==> config.mk <==
export PLATFORM = sky130hd
export DESIGN_NAME = shu_top
export DESIGN_NICKNAME = d
export VERILOG_FILES = /design/src/rtl/shu_pkg.sv /design/src/rtl/shu_count_norm.sv /design/src/rtl/shu_core.sv /design/src/rtl/shu_out_stage.sv /design/src/rtl/shu_top.sv
export SDC_FILE = /design/constraint.sdc
export NUM_CORES = 1
export LEC_CHECK = 0
export ABC_AREA = 1
export ABC_CLOCK_PERIOD_IN_PS = 1700
export CAP_MARGIN = 5
export CORE_AREA = 2 2 137 139
export CTS_CLUSTER_DIAMETER = 120
export DETAILED_ROUTE_END_ITERATION = 10
export DIE_AREA = 0 0 139 141
export PLACE_DENSITY = 0.78
export SLEW_MARGIN = 20
export SYNTH_ARGS = -nofsm -noshare
export SYNTH_HDL_FRONTEND = slang
export SYNTH_SLANG_ARGS = --single-unit
==> constraint.sdc <==
create_clock -name clk -period 1.7 [get_ports clk]
set_input_delay 0.17 -clock clk [delete_from_list [all_inputs] [get_ports clk]]
set_output_delay 0.17 -clock clk [all_outputs]
set_load 0.01 [all_outputs]
==> src/rtl/shu_pkg.sv <==
package shu_pkg;

    typedef enum logic [2:0] {
        OP_SHL  = 3'b000,
        OP_SHR  = 3'b001,
        OP_FUNL = 3'b010,
        OP_FUNR = 3'b011
    } shu_op_e;

endpackage

==> src/rtl/shu_count_norm.sv <==
module shu_count_norm #(
    parameter int DATA_W = 32,
    parameter int CNT_W  = 8,
    localparam int SH_W  = $clog2(DATA_W)
) (
    input  logic [CNT_W-1:0] shamt,
    input  logic             wrap_mode,
    output logic [SH_W:0]    eff_cnt
);
    logic over_width;

    // Counts above the width saturate to the width itself.
    assign over_width = (shamt >= CNT_W'(DATA_W));

    always_comb begin
        if (wrap_mode) begin
            // Modulo the width: keep only the low bits.
            eff_cnt = {1'b0, shamt[SH_W-1:0]};
        end else if (over_width) begin
            eff_cnt = (SH_W+1)'(DATA_W);
        end else begin
            eff_cnt = shamt[SH_W:0];
        end
    end
endmodule

==> src/rtl/shu_core.sv <==
module shu_core
    import shu_pkg::*;
#(
    parameter int DATA_W = 32,
    localparam int SH_W  = $clog2(DATA_W),
    localparam int PAIR_W = 2 * DATA_W
) (
    input  logic [2:0]        op_sel,
    input  logic              signed_sel,
    input  logic [DATA_W-1:0] src_a,
    input  logic [DATA_W-1:0] src_b,
    input  logic [SH_W:0]     eff_cnt,
    output logic [DATA_W-1:0] shift_res
);
    logic [PAIR_W-1:0]        pair;
    logic [PAIR_W-1:0]        pair_left;
    logic [PAIR_W-1:0]        pair_right;
    logic [PAIR_W-1:0]        single_left;
    logic [DATA_W-1:0]        fill_word;
    logic signed [PAIR_W-1:0] single_ext;
    logic signed [PAIR_W-1:0] single_right;
    shu_op_e                  op;

    assign op        = shu_op_e'(op_sel);
    assign pair      = {src_a, src_b};
    assign fill_word = {DATA_W{signed_sel & src_a[DATA_W-1]}};
    assign single_ext = $signed({fill_word, src_a});

    // Shifting inside a double-width field makes a count equal to the
    // width well defined without a special case.
    always_comb begin
        pair_left    = pair << eff_cnt;
        pair_right   = pair >> eff_cnt;
        single_left  = {{DATA_W{1'b0}}, src_a} << eff_cnt;
        single_right = single_ext >>> eff_cnt;
    end

    always_comb begin
        unique case (op)
            OP_SHL:  shift_res = single_left[DATA_W-1:0];
            OP_SHR:  shift_res = single_right[DATA_W-1:0];
            OP_FUNL: shift_res = pair_left[PAIR_W-1:DATA_W];
            OP_FUNR: shift_res = pair_right[DATA_W-1:0];
            default: shift_res = '0;
        endcase
    end
endmodule

==> src/rtl/shu_out_stage.sv <==
module shu_out_stage #(
    parameter int DATA_W  = 32,
    parameter bit REG_OUT = 1'b1
) (
    input  logic              clk,
    input  logic              rst_n,
    input  logic              in_valid,
    input  logic [DATA_W-1:0] in_data,
    output logic              out_valid,
    output logic [DATA_W-1:0] out_data
);
    generate
        if (REG_OUT) begin : g_reg
            always_ff @(posedge clk) begin
                if (!rst_n) begin
                    out_valid <= 1'b0;
                    out_data  <= '0;
                end else begin
                    out_valid <= in_valid;
                    if (in_valid) begin
                        out_data <= in_data;
                    end
                end
            end
        end else begin : g_pass
            assign out_valid = in_valid;
            assign out_data  = in_data;
        end
    endgenerate
endmodule

==> src/rtl/shu_top.sv <==
module shu_top #(
    parameter int DATA_W  = 32,
    parameter int CNT_W   = 8,
    parameter bit REG_OUT = 1'b1,
    localparam int SH_W   = $clog2(DATA_W)
) (
    input  logic              clk,
    input  logic              rst_n,
    input  logic              in_valid,
    input  logic [2:0]        op_sel,
    input  logic              signed_sel,
    input  logic              wrap_mode,
    input  logic [DATA_W-1:0] src_a,
    input  logic [DATA_W-1:0] src_b,
    input  logic [CNT_W-1:0]  shamt,
    output logic              out_valid,
    output logic [DATA_W-1:0] result
);
    logic [SH_W:0]     eff_cnt;
    logic [DATA_W-1:0] shift_res;

    shu_count_norm #(.DATA_W(DATA_W), .CNT_W(CNT_W)) u_norm (
        .shamt     (shamt),
        .wrap_mode (wrap_mode),
        .eff_cnt   (eff_cnt)
    );

    shu_core #(.DATA_W(DATA_W)) u_core (
        .op_sel     (op_sel),
        .signed_sel (signed_sel),
        .src_a      (src_a),
        .src_b      (src_b),
        .eff_cnt    (eff_cnt),
        .shift_res  (shift_res)
    );

    shu_out_stage #(.DATA_W(DATA_W), .REG_OUT(REG_OUT)) u_out (
        .clk       (clk),
        .rst_n     (rst_n),
        .in_valid  (in_valid),
        .in_data   (shift_res),
        .out_valid (out_valid),
        .out_data  (result)
    );
endmodule

==> results.json, run 1 <==
{
  "status": "did not finish",
  "haltStage": "global routing (5_1_grt)",
  "error": "[ERROR GRT-0116] Global routing finished with congestion. Check the congestion regions in the DRC Viewer.",
  "die_x_um": 139,
  "syn-cell-area_um2": 9450,
  "htreeDepth": 2,
  "yosysUniqueCellTypes": 37,
  "synth_async_sr_flop_share_pct": 0,
  "ys_seq_area_share_pct": 6.99,
  "gr-total-overflow": 594,
  "io_buffers": 112,
  "synthTopCellsByArea": "nand3_1 38%, nand2_1 24%, dfxtp_1 7.0%, inv_1 4.3%, a21oi_1 4.0%",
  "grt_max_degree": 34,
  "synthFlopType": "dfxtp_1",
  "cts_made_buffers": 5,
  "grt_pass1_wl_mm": 128,
  "ys_warn_count": 0,
  "synth_top_area_share_pct": 38.5,
  "dp_hpwl_mm": 43.8,
  "grt_pass1_vias": 20800,
  "cts_max_path_buffers": 2,
  "synth_edf_count": 0,
  "syn-num-nets": 2028,
  "pre_cts_ws_ns": -1.22,
  "syn_inst": 1948,
  "avgSynthCellArea_um2": 4.85,
  "gp_congestion": 1.25,
  "cts-root-buf": "clkbuf_16",
  "yosys.area.top_type": "nand3_1",
  "die_height_um": 141,
  "ioPinCount": 113,
  "placement_rows": 50,
  "ys_ff_latch": 33,
  "cts.sinks": 33,
  "start_util_pct": 51.7,
  "gr-usage-all-layers_pct": 83.1
}
[synthesized netlist by cell type (8+ instances only)]
library cell and count:
inv_1 108, nor2_1 49, dfxtp_1 33, buf_1 28
o211ai_1 30, o21ai_0 63, buf_2 66, nand4_1 19
clkbuf_1 45, nand2_1 608, nand3_1 726, o21ai_1 35
a21oi_1 75, nand2_2 8
[metal layers]
| metal | overflow | GRT usage (%) |
|---|---|---|
| met5 | 2 | 30.6 |
| met4 | 205 | 84.6 |
| met3 | 5 | 64.3 |
| met2 | 376 | 103 |
| met1 | 6 | 82.7 |
[stage by stage]
stage	std cells	cell area, µm²	hold WS, ns	setup TNS [ns]
after floorplan	1948	9600	0.268	-1.41
after CTS	2485	15600	0.460	-8.25
after global placement	2416	12500	0.453	-34.24
after detailed placement	2416	12500	0.454	-34.87
[logic make-up after synthesis]
family / share of synthesized area, %
AO/OA/AOI/OAI: 12.9
buffers and inverters: 11.7
flip-flops: 6.99
AND/OR/NAND/NOR: 68.3
[repair_timing]
item / 4_1_cts
cloned: 28
gates resized for setup: 492
pin swaps: 107
buffers inserted: 35
hold buffers: 0
endpoints found under the setup margin: 32
endpoints found under the hold margin: 0
==> run 2: changes to the inputs <==
ABC_CLOCK_PERIOD_IN_PS = 2200   (was 1700)
CORE_AREA = 2 2 157 159   (was 2 2 137 139)
CTS_CLUSTER_DIAMETER = default   (was 120)
DIE_AREA = 0 0 159 161   (was 0 0 139 141)
PLACE_DENSITY = default   (was 0.78)
PLACE_DENSITY_LB_ADDON = 0.15   (was default)
clock period = 2.2 ns   (was 1.7 ns; I/O delays follow)
==> run 2 against run 1 <==
Effect of this change: the flow now finishes, with violations (setup timing); synthesized cell count unchanged; area after synthesis unchanged.
==> results.json, run 2 <==
{
  "synth_async_sr_flop_share_pct": 0,
  "avgSynthCellArea_um2": 4.85,
  "grt_pass1_vias": 16100,
  "totalPowerFinal_w": 0.00638,
  "status": "complete, but fails checks",
  "io_buffers": 112,
  "r2r-end": "u_out.out_data[12]",
  "nNetsFinal": 2412,
  "timing.rr.start": "u_out.out_data[12]",
  "synth_fa_ha_area_share_pct": 0,
  "arrival_ns": 2.63,
  "ys_seq_area_share_pct": 6.99,
  "yosysMostFrequentCell": "nand3_1",
  "cts_max_path_buffers": 2,
  "synth_top_family_by_area": "simple AND/OR/NAND/NOR gates",
  "detail_route.wl_per_cell_um": 25.6,
  "final_cell_mix": "549 x nand3_1, 521 x nand2_1, 343 x buf_4",
  "via_per_inst": 6.50,
  "synthXorXnorAreaFrac_pct": 0,
  "gr-total-overflow": 0,
  "yosys.area_share.simple_pct": 68.3,
  "endpoint_kind": "register",
  "irDropWorstVdd_uv": 378,
  "hold_path.class": "register to register",
  "power_leakage_nw": 7.70,
  "start_util_pct": 39.4,
  "cts_made_buffers": 5,
  "synth_top_area_share_pct": 38.5,
  "worst_pin_slew_ns": 0.485,
  "core_um2": 24000,
  "gp_congestion": 1.11,
  "first_pass_iters": 7,
  "cts.sinks": 33,
  "setup_slack_ns": -0.270,
  "reg2reg_depth": 2,
  "max_freq_mhz": 405,
  "synthTopCellsByCount": "726 x nand3_1, 608 x nand2_1, 108 x inv_1",
  "yosys.area.top_type": "nand3_1",
  "crit_path_end": "u_out.out_data[6]",
  "htreeDepth": 2,
  "regMostFlops": "u_out.out_data",
  "pre_cts_ws_ns": -0.880,
  "n_antenna_cell": 0,
  "synthFlopType": "dfxtp_1",
  "synth_edf_count": 0,
  "dp_hpwl_mm": 50.0,
  "drive_above_1_share_pct": 33.7,
  "synth_compound_area_share_pct": 12.9,
  "final_common_cell": "nand3_1",
  "top_regs": "u_out.out_data x32, u_out.out_valid x1",
  "drt_wl_total_mm": 68.0,
  "grt_max_degree": 46,
  "hold_ws_ns": 0.463,
  "crit_start": "shamt[7]",
  "rsz0062_at_grt": "true",
  "power_density_nw_per_um2": 399,
  "die_x_um": 159,
  "skew_ns": 0,
  "drv_slew": 0,
  "syn_inst": 1948,
  "grt_pass1_wl_mm": 97.2,
  "n_fill_cell": 2241,
  "syn-num-nets": 2028,
  "finalCritPeriodShare_pct": 112,
  "gr-usage-all-layers_pct": 49.5,
  "insertion_delay_ns": 0.28,
  "drt_iter0_markers": 2599,
  "yosysUniqueCellTypes": 37,
  "violations": "setup timing",
  "drc": 0,
  "r2r_slack_ns": 1.49,
  "num_vias": 17300,
  "antenna_found_initial": 0,
  "cap_violations": 0,
  "ys_ff_latch": 33,
  "placement_rows": 57,
  "startpoint_type": "primary input",
  "die_height_um": 161,
  "required_ns": 2.36,
  "cts-root-buf": "clkbuf_16",
  "max_slew_margin_pct": 67.5,
  "ioPinCount": 113,
  "largest_reg_flops": 32,
  "setup_viol": 29,
  "cts_hold_buf": 0,
  "post-route-min-period_ns": 2.47,
  "die-area_um2": 25600,
  "area_growth_pct": 69.4,
  "path_max_fanout": 12,
  "tritoncts": "done",
  "synthTopCellsByArea": "nand3_1 38%, nand2_1 24%, dfxtp_1 7.0%, inv_1 4.3%, a21oi_1 4.0%",
  "hold_violations": 0,
  "syn-cell-area_um2": 9450,
  "drtAntennaViolNets": 0,
  "clk_pin_slew_ns": 0.06,
  "ys_warn_count": 0,
  "muxShareOfSynthArea_pct": 0,
  "critPathKind": "primary input to register"
}
==> run 2: cell counts after synthesis <==
Identical to the previous run, type by type.
==> run 2: what timing repair did <==
action,in CTS,in global routing
buffers inserted,11,8
resized for setup,198,252
pin swaps,30,48
cloned,10,2
setup endpoints to repair,32,32
==> run 2: layout make-up <==
cell class | count | area (µm²) | share of cell area, %
flip-flops and latches | 33 | 661 | 4.13
inverters | 114 | 443 | 2.77
clock buffers | 5 | 125 | 0.782
well taps | 324 | 405 | 2.53
clock inverters | 3 | 65.1 | 0.407
repair buffers | 524 | 5040 | 31.5
multi-input cells | 1654 | 9270 | 57.9
==> run 2: kinds of logic (layout without fill, tap and decap cells) <==
family                 count (synthesis)  after routing
DFF                                   33             33
AOI/OAI and AO/OA                    219            219
and+or+nand+nor                     1435           1435
buffers and inverters                261            646
==> run 2: per-layer routing <==
| metal | GRT usage, % | up-vias | part of all wire, % |
|---|---|---|---|
| met5 | 0 | - | 0 |
| met1 | 58.3 | 7738 | 35 |
| li1 | - | 7452 | - |
| met4 | 37.1 | 0 | 10 |
| met3 | 14.6 | 552 | 13 |
| met2 | 76.5 | 1527 | 41 |
==> run 2: where the power goes <==
group	switching, W	internal (W)	leakage [nW]
Combinational	0.00293	0.00185	7.34
Clock	0.000304	0.000648	0.0938
Sequential	0.0000198	0.000628	0.269
Total	0.00326	0.00313	7.70
==> run 2: worst min path at each step <==
stage	slack [ns]	from	cells after the start	end
after floorplan	0.32	rst_n	2	u_out.out_valid
after global placement	0.45	u_out.out_data[19]	2	u_out.out_data[19]
after detailed placement	0.46	u_out.out_data[17]	2	u_out.out_data[17]
after CTS	0.46	u_out.out_data[4]	2	u_out.out_data[4]
after global routing	0.48	u_out.out_data[31]	2	u_out.out_data[31]
final	0.46	u_out.out_data[4]	2	u_out.out_data[4]
==> run 2: per-stage QoR <==
| step | cells | instance area, µm² | setup TNS, ns | utilization (%) |
|---|---|---|---|---|
| finish | 2657 | 16000 | -3.13 | 66.8 |
| global route | 2657 | 16000 | -6.15 | 66.8 |
| CTS | 2648 | 14900 | -0.249 | 62.1 |
| detailed placement | 2620 | 13600 | -23.12 | 56.7 |
| global placement | 2620 | 13600 | -21.61 | 56.7 |
| floorplan | 1948 | 9450 | 0 | - |
==> run 2: critical path, stage by stage <==
cell,delay [ns]
clkdlybuf4s15_1,0.17
inv_1,0.07
nand2_2,0.09
nand2_8,0.15
buf_6,0.16
nand2_8,0.08
inv_8,0.08
buf_12,0.17
buf_4,0.14
nand3_1,0.31
nand3_1,0.23
nand2_1,0.12
o211ai_1,0.32
nand2_1,0.09
o21ai_1,0.14
a21oi_1,0.07
Power figures use the tool's default switching activity.
==> run 3: changes to the inputs <==
CORE_AREA = 2 2 158 160   (was 2 2 157 159)
CTS_CLUSTER_SIZE = 24   (was default)
DIE_AREA = 0 0 160 162   (was 0 0 159 161)
REMOVE_ABC_BUFFERS = 1   (was default)
SYNTH_HIERARCHICAL = 1   (was default)
==> run 3 against run 2 <==
Effect of this change: the run still ends with setup timing left; non-clock buffer count shrank 82; count of clock-buffer cells in the layout grew 1; via count shrank 4.1%; global-route usage shrank 9.3 points; first-iteration DRC count shrank 6.9%; sequential power grew 3%; clock skew is the same; clock power shrank 24%; setup slack gained 0.18 ns; wire length shrank 14%; critical path depth grew 5; combinational power shrank 2%.
==> results.json, run 3 <==
{
  "status": "complete, but fails checks",
  "violations": "setup timing",
  "io_buffers": 112,
  "path_max_fanout": 11,
  "cpMostUsedCell": "nand2_1",
  "irDropWorstVdd_uv": 266,
  "crit_buf_inv": 5,
  "grt_pass1_vias": 14600,
  "final_cell_area_um2": 17000,
  "drtAntennaViolNets": 0,
  "die-area_um2": 25900,
  "synth_edf_count": 0,
  "ys_ff_latch": 33,
  "endpoint_kind": "register",
  "r2r_slack_ns": 1.51,
  "slowest_delay_ns": 0.19,
  "hold_start": "in_valid",
  "startpoint_type": "primary input",
  "finalCritPeriodShare_pct": 104,
  "start_util_pct": 39.8,
  "regMostFlops": "u_out/out_data",
  "timing.rr.start": "u_out/out_data[16]",
  "dpl_cell_area_um2": 13000,
  "worst_pin_slew_ns": 0.490,
  "drive_above_1_share_pct": 40.6,
  "num_vias": 16600,
  "synthTopCellsByArea": "nand3_1 47%, nand2_1 21%, dfxtp_1 6.9%, nor2_1 4.3%, buf_2 3.4%",
  "final_cell_mix": "604 x nand3_1, 339 x nand2_1, 266 x nand3_2",
  "setup_slack_ns": -0.0896,
  "drt_iter0_markers": 2420,
  "synthFlopType": "dfxtp_1",
  "tritoncts": "done",
  "cap_violations": 0,
  "clk_pin_slew_ns": 0.06,
  "yosysMostFrequentCell": "nand3_1",
  "power_density_nw_per_um2": 359,
  "htreeDepth": 2,
  "ys_seq_area_share_pct": 6.89,
  "skew_ns": 0,
  "cts.sinks": 33,
  "syn-cell-area_um2": 9580,
  "totalPowerFinal_w": 0.00609,
  "holdPathEnd": "u_out/out_valid",
  "via_per_inst": 6.40,
  "gr-usage-all-layers_pct": 40.3,
  "hold_depth": 4,
  "synth_async_sr_flop_share_pct": 0,
  "post-route-min-period_ns": 2.29,
  "top_regs": "u_out/out_data x32, u_out/out_valid x1",
  "synthTopCellsByCount": "896 x nand3_1, 525 x nand2_1, 111 x nor2_1",
  "critPathKind": "primary input to register",
  "core_um2": 24100,
  "required_ns": 2.40,
  "insertion_delay_ns": 0.29,
  "die_x_um": 160,
  "placement_rows": 57,
  "cts-root-buf": "clkbuf_16",
  "first_pass_iters": 8,
  "drc": 0,
  "die_height_um": 162,
  "area_growth_pct": 76.9,
  "ys_warn_count": 6,
  "hold_path.class": "primary input to register",
  "final_cells": 2587,
  "grt_pass1_wl_mm": 81.9,
  "yosysUniqueCellTypes": 30,
  "drv_slew": 0,
  "reg2reg_depth": 2,
  "arrival_ns": 2.49,
  "avgSynthCellArea_um2": 4.89,
  "nNetsFinal": 2341,
  "yosys.area.top_type": "nand3_1",
  "ioPinCount": 113,
  "dp_hpwl_mm": 41.9,
  "gr-total-overflow": 0,
  "cp_top_family": "simple AND/OR/NAND/NOR gates",
  "grt_max_degree": 66,
  "dp.cells": 2522,
  "rsz0062_at_grt": "true",
  "antenna_found_initial": 1,
  "setup_viol": 17,
  "largest_reg_flops": 32,
  "hold_violations": 0,
  "r2r-end": "u_out/out_data[16]",
  "final_common_cell": "nand3_1",
  "syn_inst": 1961,
  "cts_made_buffers": 5,
  "detail_route.wl_per_cell_um": 22.7,
  "gp_congestion": 1.01,
  "cts_max_path_buffers": 2,
  "max_freq_mhz": 437,
  "crit_chain": "clkbuf_2, nor2_4, nand2_4, a21oi_4, buf_12, clkinv_16, buf_12, nand2_2, nand3_1, nand3_2, nand2_2, nand2_1, nand2_1, nand2_1, nand3_1, a21boi_2, nand3_2, inv_1, nand2_1, nand2_1, nor2_1",
  "power_leakage_nw": 7.80,
  "synth_top_area_share_pct": 46.8,
  "max_slew_margin_pct": 67.3,
  "crit_slowest_cell": "a21boi_2",
  "drt_wl_total_mm": 58.7
}
==> run 3: worst max-delay path by stage <==
stage / end / slack (ns) / cells after the start / startpoint
detailed placement: u_out/out_data[16] / -0.79 / 18 / shamt[6]
global route: u_out/out_data[24] / -0.21 / 20 / shamt[6]
floorplan: u_out/out_data[13] / -7.42 / 17 / shamt[6]
finish: u_out/out_data[8] / -0.09 / 21 / shamt[6]
global placement: u_out/out_data[16] / -0.81 / 18 / shamt[6]
CTS: u_out/out_data[16] / -0.18 / 19 / shamt[6]
==> run 3: worst reg2reg max path: stages (launching register included) <==
cell	delay (ns)
dfxtp_1	0.47
nor2_1	0.07
nor2_1	0.09
==> run 3: layer usage <==
layer | up-vias | wire (µm) | global-route usage (%)
met5 | - | 0 | 0
met4 | 0 | 4020 | 20.8
met3 | 305 | 5420 | 4.44
met2 | 1241 | 27300 | 67.9
met1 | 7599 | 22000 | 50.9
li1 | 7411 | - | -
==> run 3: cells by family after synthesis <==
| family | share of synthesized area (%) |
|---|---|
| simple gates | 75.5 |
| buf+inv | 11.3 |
| compound gates | 6.31 |
| flops | 6.89 |
==> run 3: final cells by class <==
class / instances / area (µm²)
tap: 324 / 405
sequential: 33 / 661
multi-input combinational: 1700 / 10700
clock inverter: 2 / 10.0
inverter: 79 / 347
fill: 2126 / 7150
timing repair buffer: 442 / 4700
clock buffer: 6 / 129
antenna: 1 / 2.50
==> run 3: where the power goes <==
part | switching (W) | total, W | internal (W)
clock | 0.000311 | 0.000728 | 0.000417
sequential | 0.0000271 | 0.000668 | 0.000641
combinational | 0.00281 | 0.00470 | 0.00188
total | 0.00315 | 0.00609 | 0.00294
==> run 3: repair_timing <==
item | 4_1_cts | 5_1_grt
pin swaps | 17 | 88
cloned | 6 | 11
resized for setup | 200 | 542
buffers inserted | 28 | 12
setup endpoints to repair | 32 | 32
hold buffers | 0 | 0
==> run 3: through the flow <==
stage / hold slack, ns / util (%) / TNS, ns / setup WS [ns]
2_1_floorplan: 0.313 / - / -233.11 / -7.42
3_3_place_gp: 0.456 / 53.9 / -21.06 / -0.810
3_5_place_dp: 0.463 / 53.9 / -21.43 / -0.788
4_1_cts: 0.412 / 59.2 / -2.87 / -0.181
5_1_grt: 0.445 / 70.3 / -4.10 / -0.213
6_report: 0.422 / 70.3 / -0.586 / -0.0896
